**src/rtl/dma_pkg.sv**
```systemverilog
package dma_pkg;

  localparam int BEAT_SHIFT = 5;

  typedef enum logic [1:0] {
    MODE_SEQ    = 2'd0,
    MODE_STRIDE = 2'd1,
    MODE_INDEX  = 2'd2,
    MODE_SEQ2   = 2'd3
  } xferModeT;

  typedef enum logic [2:0] {
    ST_IDLE,
    ST_START,
    ST_IDXRD,
    ST_IDXCAP,
    ST_DATRD,
    ST_DATCAP,
    ST_ISSUE,
    ST_DRAIN
  } ctrlStateT;

  typedef struct packed {
    logic loadCmd;
    logic readIndex;
    logic captureIndex;
    logic readData;
    logic captureData;
    logic issueBeat;
  } dpStrobeT;

  typedef struct packed {
    logic countZero;
    logic isGet;
    logic isIndexed;
    logic lastElemBeat;
    logic lastBeat;
    logic tagAvail;
    logic lsBusy;
    logic allIdle;
  } dpStatusT;

endpackage

```
**src/rtl/dma_cmd_queue.sv**
```systemverilog
module dma_cmd_queue #(
  parameter int W     = 8,
  parameter int DEPTH = 4,
  parameter int IDW   = 4
) (
  input  logic           clk,
  input  logic           rstN,
  input  logic           pushValid,
  output logic           pushReady,
  input  logic [W-1:0]   pushData,
  output logic           popValid,
  input  logic           pop,
  output logic [W-1:0]   popData,
  output logic [IDW-1:0] popId
);
  localparam int PW = (DEPTH > 1) ? $clog2(DEPTH) : 1;

  logic [W+IDW-1:0] slots [DEPTH];
  logic [PW-1:0]    wrPtr, rdPtr;
  logic [PW:0]      fill;
  logic [IDW-1:0]   nextId;
  logic             doPush, doPop;

  assign pushReady = (fill != (PW+1)'(DEPTH));
  assign popValid  = (fill != '0);
  assign doPush    = pushValid && pushReady;
  assign doPop     = pop && popValid;
  assign {popData, popId} = slots[rdPtr];

  function automatic logic [PW-1:0] bump(input logic [PW-1:0] p);
    return (p == PW'(DEPTH-1)) ? '0 : p + PW'(1);
  endfunction

  always_ff @(posedge clk) begin
    if (doPush) slots[wrPtr] <= {pushData, nextId};
  end

  always_ff @(posedge clk) begin
    if (!rstN) begin
      wrPtr  <= '0;
      rdPtr  <= '0;
      fill   <= '0;
      nextId <= '0;
    end else begin
      if (doPush) begin
        wrPtr  <= bump(wrPtr);
        nextId <= nextId + IDW'(1);
      end
      if (doPop) rdPtr <= bump(rdPtr);
      fill <= fill + (PW+1)'(doPush) - (PW+1)'(doPop);
    end
  end
endmodule

```
**src/rtl/dma_datapath.sv**
```systemverilog
module dma_datapath
  import dma_pkg::*;
#(
  parameter int AW   = 32,
  parameter int LSAW = 10,
  parameter int CW   = 8,
  parameter int EW   = 4,
  parameter int DW   = 256,
  parameter int TAGS = 16,
  parameter int TW   = 4,
  parameter int IXW  = 16,
  parameter int IDW  = 4
) (
  input  logic            clk,
  input  logic            rstN,
  input  dpStrobeT        st,
  output dpStatusT        status,
  input  logic            headGet,
  input  logic [1:0]      headMode,
  input  logic [AW-1:0]   headMemBase,
  input  logic [LSAW-1:0] headLsBase,
  input  logic [CW-1:0]   headCount,
  input  logic [EW-1:0]   headElemBeats,
  input  logic [AW-1:0]   headStride,
  input  logic [IDW-1:0]  headId,
  output logic            memReqWrite,
  output logic [AW-1:0]   memReqAddr,
  output logic [TW-1:0]   memReqTag,
  output logic [DW-1:0]   memReqData,
  input  logic            memRspValid,
  input  logic [TW-1:0]   memRspTag,
  input  logic [DW-1:0]   memRspData,
  output logic            lsEn,
  output logic            lsWe,
  output logic [LSAW-1:0] lsAddr,
  output logic [DW-1:0]   lsWdata,
  input  logic [DW-1:0]   lsRdata,
  output logic [IDW-1:0]  doneId
);
  logic            curGet;
  xferModeT        curMode;
  logic [AW-1:0]   memBase, stride, elemAddr, beatAddr;
  logic [LSAW-1:0] lsPtr, idxRow;
  logic [CW-1:0]   count, elemIdx;
  logic [EW-1:0]   elemBeats, beatIdx;
  logic [DW-1:0]   reqData;

  logic [TAGS-1:0] tagBusy;
  logic [LSAW-1:0] tagRow [TAGS];
  logic [TAGS-1:0] tagGet;
  logic [TW-1:0]   freeTag;

  assign beatAddr = elemAddr + (AW'(beatIdx) << BEAT_SHIFT);

  always_ff @(posedge clk) begin
    if (!rstN) begin
      curGet <= 1'b0;
      curMode <= MODE_SEQ;
      memBase <= '0;
      stride <= '0;
      lsPtr <= '0;
      idxRow <= '0;
      count <= '0;
      elemBeats <= '0;
      elemIdx <= '0;
      beatIdx <= '0;
      elemAddr <= '0;
      doneId <= '0;
    end else if (st.loadCmd) begin
      curGet <= headGet;
      curMode <= xferModeT'(headMode);
      memBase <= headMemBase;
      stride <= headStride;
      lsPtr <= headLsBase;
      idxRow <= headStride[LSAW-1:0];
      count <= headCount;
      elemBeats <= headElemBeats;
      elemIdx <= '0;
      beatIdx <= '0;
      elemAddr <= headMemBase;
      doneId <= headId;
    end else if (st.captureIndex) begin
      elemAddr <= memBase + (AW'(lsRdata[IXW-1:0]) << BEAT_SHIFT);
      idxRow <= idxRow + LSAW'(1);
    end else if (st.issueBeat) begin
      lsPtr <= lsPtr + LSAW'(1);
      if (status.lastElemBeat) begin
        beatIdx <= '0;
        elemIdx <= elemIdx + CW'(1);
        elemAddr <= (curMode == MODE_STRIDE) ? elemAddr + stride
                                             : beatAddr + AW'(32);
      end else begin
        beatIdx <= beatIdx + EW'(1);
      end
    end
  end

  always_ff @(posedge clk) begin
    if (st.captureData) reqData <= lsRdata;
  end

  always_comb begin
    freeTag = '0;
    for (int i = TAGS-1; i >= 0; i--) begin
      if (!tagBusy[i]) freeTag = TW'(i);
    end
  end

  for (genvar g = 0; g < TAGS; g++) begin : gTag
    always_ff @(posedge clk) begin
      if (!rstN) begin
        tagBusy[g] <= 1'b0;
        tagGet[g] <= 1'b0;
        tagRow[g] <= '0;
      end else if (st.issueBeat && freeTag == TW'(g)) begin
        tagBusy[g] <= 1'b1;
        tagGet[g] <= curGet;
        tagRow[g] <= lsPtr;
      end else if (memRspValid && memRspTag == TW'(g)) begin
        tagBusy[g] <= 1'b0;
      end
    end
  end

  assign status.countZero    = (count == '0);
  assign status.isGet        = curGet;
  assign status.isIndexed    = (curMode == MODE_INDEX);
  assign status.lastElemBeat = (beatIdx == elemBeats - EW'(1));
  assign status.lastBeat     = status.lastElemBeat && (elemIdx == count - CW'(1));
  assign status.tagAvail     = ~&tagBusy;
  assign status.lsBusy       = memRspValid && tagGet[memRspTag];
  assign status.allIdle      = (tagBusy == '0);

  assign memReqWrite = !curGet;
  assign memReqAddr  = beatAddr;
  assign memReqTag   = freeTag;
  assign memReqData  = reqData;

  assign lsEn    = status.lsBusy || st.readIndex || st.readData;
  assign lsWe    = status.lsBusy;
  assign lsWdata = memRspData;
  assign lsAddr  = status.lsBusy ? tagRow[memRspTag] :
                   st.readIndex  ? idxRow : lsPtr;
endmodule

```
**src/rtl/dma_ctrl.sv**
```systemverilog
module dma_ctrl
  import dma_pkg::*;
(
  input  logic     clk,
  input  logic     rstN,
  input  logic     queueValid,
  output logic     queuePop,
  input  dpStatusT status,
  output dpStrobeT st,
  output logic     memReqValid,
  input  logic     memReqReady,
  output logic     doneValid
);
  ctrlStateT state, nextState;

  always_ff @(posedge clk) begin
    if (!rstN) state <= ST_IDLE;
    else       state <= nextState;
  end

  always_comb begin
    nextState   = state;
    st          = '0;
    queuePop    = 1'b0;
    memReqValid = 1'b0;
    doneValid   = 1'b0;
    unique case (state)
      ST_IDLE: if (queueValid) begin
        queuePop   = 1'b1;
        st.loadCmd = 1'b1;
        nextState  = ST_START;
      end
      ST_START: begin
        if (status.countZero)      nextState = ST_DRAIN;
        else if (status.isIndexed) nextState = ST_IDXRD;
        else if (!status.isGet)    nextState = ST_DATRD;
        else                       nextState = ST_ISSUE;
      end
      ST_IDXRD: if (!status.lsBusy) begin
        st.readIndex = 1'b1;
        nextState    = ST_IDXCAP;
      end
      ST_IDXCAP: begin
        st.captureIndex = 1'b1;
        nextState       = status.isGet ? ST_ISSUE : ST_DATRD;
      end
      ST_DATRD: if (!status.lsBusy) begin
        st.readData = 1'b1;
        nextState   = ST_DATCAP;
      end
      ST_DATCAP: begin
        st.captureData = 1'b1;
        nextState      = ST_ISSUE;
      end
      ST_ISSUE: begin
        memReqValid = status.tagAvail;
        if (status.tagAvail && memReqReady) begin
          st.issueBeat = 1'b1;
          if (status.lastBeat)                             nextState = ST_DRAIN;
          else if (status.lastElemBeat && status.isIndexed) nextState = ST_IDXRD;
          else if (!status.isGet)                          nextState = ST_DATRD;
        end
      end
      ST_DRAIN: if (status.allIdle) begin
        doneValid = 1'b1;
        nextState = ST_IDLE;
      end
      default: nextState = ST_IDLE;
    endcase
  end
endmodule

```
**src/rtl/dma_engine.sv**
```systemverilog
module dma_engine
  import dma_pkg::*;
#(
  parameter int AW     = 32,
  parameter int LSAW   = 10,
  parameter int CW     = 8,
  parameter int EW     = 4,
  parameter int DW     = 256,
  parameter int TAGS   = 16,
  parameter int QDEPTH = 4,
  parameter int IDW    = 4,
  parameter int IXW    = 16,
  localparam int TW    = $clog2(TAGS)
) (
  input  logic            clk,
  input  logic            rstN,
  input  logic            cmdValid,
  output logic            cmdReady,
  input  logic            cmdGet,
  input  logic [1:0]      cmdMode,
  input  logic [AW-1:0]   cmdMemBase,
  input  logic [LSAW-1:0] cmdLsBase,
  input  logic [CW-1:0]   cmdCount,
  input  logic [EW-1:0]   cmdElemBeats,
  input  logic [AW-1:0]   cmdStride,
  output logic            memReqValid,
  input  logic            memReqReady,
  output logic            memReqWrite,
  output logic [AW-1:0]   memReqAddr,
  output logic [TW-1:0]   memReqTag,
  output logic [DW-1:0]   memReqData,
  input  logic            memRspValid,
  input  logic [TW-1:0]   memRspTag,
  input  logic [DW-1:0]   memRspData,
  output logic            lsEn,
  output logic            lsWe,
  output logic [LSAW-1:0] lsAddr,
  output logic [DW-1:0]   lsWdata,
  input  logic [DW-1:0]   lsRdata,
  output logic            doneValid,
  output logic [IDW-1:0]  doneId
);
  localparam int CMDW = 1 + 2 + AW + LSAW + CW + EW + AW;

  logic            queueValid, queuePop;
  logic [CMDW-1:0] headWord;
  logic [IDW-1:0]  headId;
  logic            headGet;
  logic [1:0]      headMode;
  logic [AW-1:0]   headMemBase, headStride;
  logic [LSAW-1:0] headLsBase;
  logic [CW-1:0]   headCount;
  logic [EW-1:0]   headElemBeats;
  dpStrobeT        strobes;
  dpStatusT        status;

  assign {headGet, headMode, headMemBase, headLsBase, headCount,
          headElemBeats, headStride} = headWord;

  dma_cmd_queue #(.W(CMDW), .DEPTH(QDEPTH), .IDW(IDW)) uQueue (
    .clk(clk), .rstN(rstN),
    .pushValid(cmdValid), .pushReady(cmdReady),
    .pushData({cmdGet, cmdMode, cmdMemBase, cmdLsBase, cmdCount,
               cmdElemBeats, cmdStride}),
    .popValid(queueValid), .pop(queuePop),
    .popData(headWord), .popId(headId)
  );

  dma_ctrl uCtrl (
    .clk(clk), .rstN(rstN),
    .queueValid(queueValid), .queuePop(queuePop),
    .status(status), .st(strobes),
    .memReqValid(memReqValid), .memReqReady(memReqReady),
    .doneValid(doneValid)
  );

  dma_datapath #(
    .AW(AW), .LSAW(LSAW), .CW(CW), .EW(EW), .DW(DW),
    .TAGS(TAGS), .TW(TW), .IXW(IXW), .IDW(IDW)
  ) uData (
    .clk(clk), .rstN(rstN), .st(strobes), .status(status),
    .headGet(headGet), .headMode(headMode), .headMemBase(headMemBase),
    .headLsBase(headLsBase), .headCount(headCount),
    .headElemBeats(headElemBeats), .headStride(headStride), .headId(headId),
    .memReqWrite(memReqWrite), .memReqAddr(memReqAddr), .memReqTag(memReqTag),
    .memReqData(memReqData),
    .memRspValid(memRspValid), .memRspTag(memRspTag), .memRspData(memRspData),
    .lsEn(lsEn), .lsWe(lsWe), .lsAddr(lsAddr), .lsWdata(lsWdata),
    .lsRdata(lsRdata), .doneId(doneId)
  );
endmodule

```
**config.mk**
```make
export PLATFORM = sky130hd
export DESIGN_NAME = dma_engine
export DESIGN_NICKNAME = d
export VERILOG_FILES = /design/src/rtl/dma_pkg.sv /design/src/rtl/dma_cmd_queue.sv /design/src/rtl/dma_datapath.sv /design/src/rtl/dma_ctrl.sv /design/src/rtl/dma_engine.sv
export SDC_FILE = /design/constraint.sdc
export NUM_CORES = 1
export LEC_CHECK = 0
export ABC_AREA = 1
export BUFFER_PORTS_ARGS = -buffer_cell sky130_fd_sc_hd__buf_2
export CAP_MARGIN = 20
export CORE_AREA = 4 4 450 452
export CTS_CLUSTER_DIAMETER = 80
export DETAILED_ROUTE_END_ITERATION = 12
export DIE_AREA = 0 0 454 456
export PLACE_DENSITY_LB_ADDON = 0.3
export SYNTH_ARGS = -nofsm -noshare
export SYNTH_HDL_FRONTEND = slang
export SYNTH_SLANG_ARGS = --single-unit
```
**constraint.sdc**
```tcl
create_clock -name clk -period 10.7 [get_ports clk]
set_input_delay 1.07 -clock clk [delete_from_list [all_inputs] [get_ports clk]]
set_output_delay 1.07 -clock clk [all_outputs]
set_load 0.01 [all_outputs]
```
==> out/metrics.sh <==
FILLERINSTANCES=21000
PWR_DENSITY_CELL_mW_PER_MM2=244
FINAL-SETUP-VIOL-COUNT=0
RELSLEWSLACK_PCT=26.1
SEQUENTIAL_CELL_AREA_MM2=0.0276
DIE-AREA_MM2=0.207
AVGROUTEDWIREPERCELL_UM=34.4
FINAL_NET_COUNT=5308
CTS_RESIZED=0
FINAL_MAX_SLEW_VIOL_COUNT=0
CTS_BUFFER_DEPTH=3
TIMING.CRITICAL_PATH.REQUIRED_NS=9.63
FINALSETUPTNS_NS=0
WORST_SETUP_PATH_START_KIND='input port'
COMMONEST_CELLS_AFTER_ROUTING_FILL_AND_TAPS_ASIDE='788 x sky130_fd_sc_hd__edfxtp_1, 664 x sky130_fd_sc_hd__buf_2, 620 x sky130_fd_sc_hd__nor2_1'
H-TREE-DEPTH=3
CRITICAL_SETUP_PATH_KIND='input port to output port'
CLK_PIN_SLEW_WORST_PATHS_NS=0.06
CTS.REPAIR_TIMING.SETUP_BUFFER_COUNT=0
NUMPORTBUFFERS=665
DETAIL-ROUTE-ANTENNA-NETS=0
MOST_COMMON_CELL_AFTER_LAYOUT_FILL_AND_TAPS_ASIDE='sky130_fd_sc_hd__edfxtp_1'
DETAIL_ROUTE.ITER0.VIOLATIONS=3494
CTS-BUFFERS-INSERTED=115
FINISH.UTILIZATION_PCT=26.4
DESIGN.CORE.AREA_MM2=0.199
TIMING.REG2REG.SETUP_SLACK_NS=6.75
INSERTION_DELAY_NS=0.76
AREAGROWTHSYNTHTOFINISH_PCT=19.1
GRT-OVFL-TOTAL=0
FMAXACHIEVABLE_GHz=0.165
NUM_ROWS=164
SYNTH_EDF_COUNT=788
CAP_VIOLATIONS=0
CRIT_ARRIVAL_NS=4.98
SYN-INSTANCE-COUNT=4258
FINAL_HOLD_VIOL_COUNT=0
DP_HPWL_UM=204000
OUTCOME='finished, final reports clean'
MAX-VDD-IR-DROP_V=0.000232
DRT-TOTAL-WL_UM=256000
POWER_LEAKAGE_nW=19.5
DRT_PRE_ANTENNA_ITERS=6
ENDPOINT_KIND='output port'
DRIVE_GT1_SHARE_PCT=20.2
SYNTH_WARNINGS=0
CTS_ROOT_BUFFER='sky130_fd_sc_hd__clkbuf_16'
FINAL_CELL_COUNT_NO_FILL=7448
ACTUAL_SLEW_AT_THE_WORST_MAX_SLEW_PIN_NS=1.10
GRT_PASS1_VIAS=32300
FP.DIEW_UM=454
CLOCK-SKEW-FINAL_NS=0.0660
GRT_PASS1_WL_UM=324000
CTSHOLDBUFFERS=0
LAYOUT_MIN_CYCLE_TIME_NS=6.05
INITIAL_CORE_UTIL_PCT=22.2
VIA_PER_INST=4.73
REMAINING_DRC_ERRORS=0
SYN-NUM-NETS=4938
DIE_HEIGHT_UM=456
AVGSYNTHCELLAREA_UM2=10.4
NUM_VIAS=35300
I_O_PIN_COUNT=1178
SYNTHARSTFLOPSHARE_PCT=0
HOLD_REMOVAL_PATH_CLASS='flop to flop'
RD_PLACE_CONGESTION=0.932
CTS_SINKS=983
SYN_AREA_MM2=0.0441
MAXIMUM_NUMBER_OF_PINS_ON_ONE_NET_BEFORE_GLOBAL_ROUTE_REPAIR=118
SYNTH.DISTINCT_CELLS=58
SYNTH.FF_LATCH_COUNT=983
GRT_SETUP_UNREPAIRED='false'
CTS_TREE='yes'
ANTENNA_FOUND_INITIAL=98
MULTI_INPUT_COMB_AREA_MM2=0.0130
FINAL_MIN_PERIOD_OVER_CLOCK_PERIOD_PCT=56.6
CRITICAL_PATH_PEAK_FANOUT=70
PLACED_CELLS=7165
DOMINANTREGCELLSYNTH='sky130_fd_sc_hd__edfxtp_1'
GR-USAGE-ALL-LAYERS_PCT=23.6
YS_SEQ_AREA_SHARE_PCT=62.5
-- critical path, cell delays in order --
cell,delay [ns]
sky130_fd_sc_hd__buf_2,0.49
sky130_fd_sc_hd__buf_4,0.70
sky130_fd_sc_hd__nor2_4,0.12
sky130_fd_sc_hd__buf_4,0.31
sky130_fd_sc_hd__a22oi_1,0.23
sky130_fd_sc_hd__nand3_1,0.09
sky130_fd_sc_hd__nand2_1,0.10
sky130_fd_sc_hd__nand4_1,0.11
sky130_fd_sc_hd__nand2_1,0.42
sky130_fd_sc_hd__inv_1,0.27
sky130_fd_sc_hd__nor2_1,0.27
sky130_fd_sc_hd__inv_1,0.18
sky130_fd_sc_hd__o221ai_1,0.32
sky130_fd_sc_hd__buf_2,0.22
-- flip-flops by register name, indices dropped and copies added, names as in the netlist, named ones only --
signal / cells
uQueue.slots: 372
uData.memReqData: 256
uData.tagRow: 160
uData.elemAddr: 32
uData.memBase: 32
uData.stride: 32
uData.tagBusy: 16
uData.tagGet: 16
uData.idxRow: 10
uData.lsPtr: 10
uData.count: 8
uData.elemIdx: 8
uData.beatIdx: 4
uData.doneId: 4
uData.elemBeats: 4
uQueue.nextId: 4
uCtrl.state: 3
uQueue.fill: 3
uData.curMode: 2
uQueue.rdPtr: 2
uQueue.wrPtr: 2
uData.curGet: 1
-- layer usage --
layer / track usage [%] / vias to the layer above / share of wire, %
li1: - / 15400 / -
met1: 23.2 / 17100 / 33
met2: 35.4 / 2267 / 43
met3: 19.3 / 409 / 18
met4: 9.08 / 62 / 4.1
met5: 10.8 / - / 1.3
-- cells by family after synthesis --
family / count (synthesis) / share of synthesized area [%]
simple gates: 1672 / 16.0
compound gates: 767 / 9.84
buf+inv: 694 / 8.22
xor+xnor: 70 / 1.39
fa+ha+maj: 70 / 2.05
flops: 983 / 62.5
mux: 2 / 0.0454
-- synthesized netlist by cell type, types with 21 or more instances --
cell type                    n  area share (%)
sky130_fd_sc_hd__a31oi_1    55            0.78
sky130_fd_sc_hd__a21oi_1   137             1.6
sky130_fd_sc_hd__nand2_1   582             4.9
sky130_fd_sc_hd__ha_1       66             1.9
sky130_fd_sc_hd__xor2_1     45            0.89
sky130_fd_sc_hd__o21ai_0   401             4.5
sky130_fd_sc_hd__o22ai_1    44            0.62
sky130_fd_sc_hd__dfxtp_1   195             8.8
sky130_fd_sc_hd__nand3_1   343             3.9
sky130_fd_sc_hd__buf_4     265             4.5
sky130_fd_sc_hd__edfxtp_1  788              54
sky130_fd_sc_hd__xnor2_1    25            0.50
sky130_fd_sc_hd__nor3_1     30            0.34
sky130_fd_sc_hd__clkbuf_1  144             1.2
sky130_fd_sc_hd__inv_1     225             1.9
sky130_fd_sc_hd__a22oi_1    44            0.75
sky130_fd_sc_hd__buf_2      21            0.24
sky130_fd_sc_hd__nor2_1    627             5.3
-- power by group --
group / switching (W) / leakage, nW / internal [W]
Clock: 0.00172 / 1.89 / 0.00237
Combinational: 0.00264 / 8.76 / 0.00101
Sequential: 0.000404 / 8.87 / 0.00467
Total: 0.00477 / 19.5 / 0.00805
-- worst paths after layout --
kind	startpoint	end	cells past startpoint
worst min register to register	uData.memBase[3]	uData.memBase[3]	2
worst min-delay path	uData.memBase[3]	uData.memBase[3]	2
worst max register to register	uData.beatIdx[0]	uData.elemAddr[22]	20
worst max-delay path	memRspTag[1]	lsAddr[8]	14
-- stage by stage --
stage                     area (µm²)  hold WS, ns  total power, W  setup slack [ns]
after floorplan                44100        0.429         0.00734              4.51
after global placement         48400        0.442         0.00877              4.83
after detailed placement       48500        0.448         0.00880              4.69
after CTS                      52400        0.398          0.0129              4.67
after global routing           52600        0.428          0.0134              4.49
final                          52600        0.463          0.0128              4.65
-- area by class of cell --
class	count	area share [%]
diodes	66	0.314
inverters	244	1.76
multi-input cells	2581	24.7
flip-flops and latches	983	52.4
clock buffers	144	5.89
clock inverters	71	1.55
repair buffers	703	7.00
well taps	2656	6.32
No activity file was read; power rests on OpenSTA's default activity.
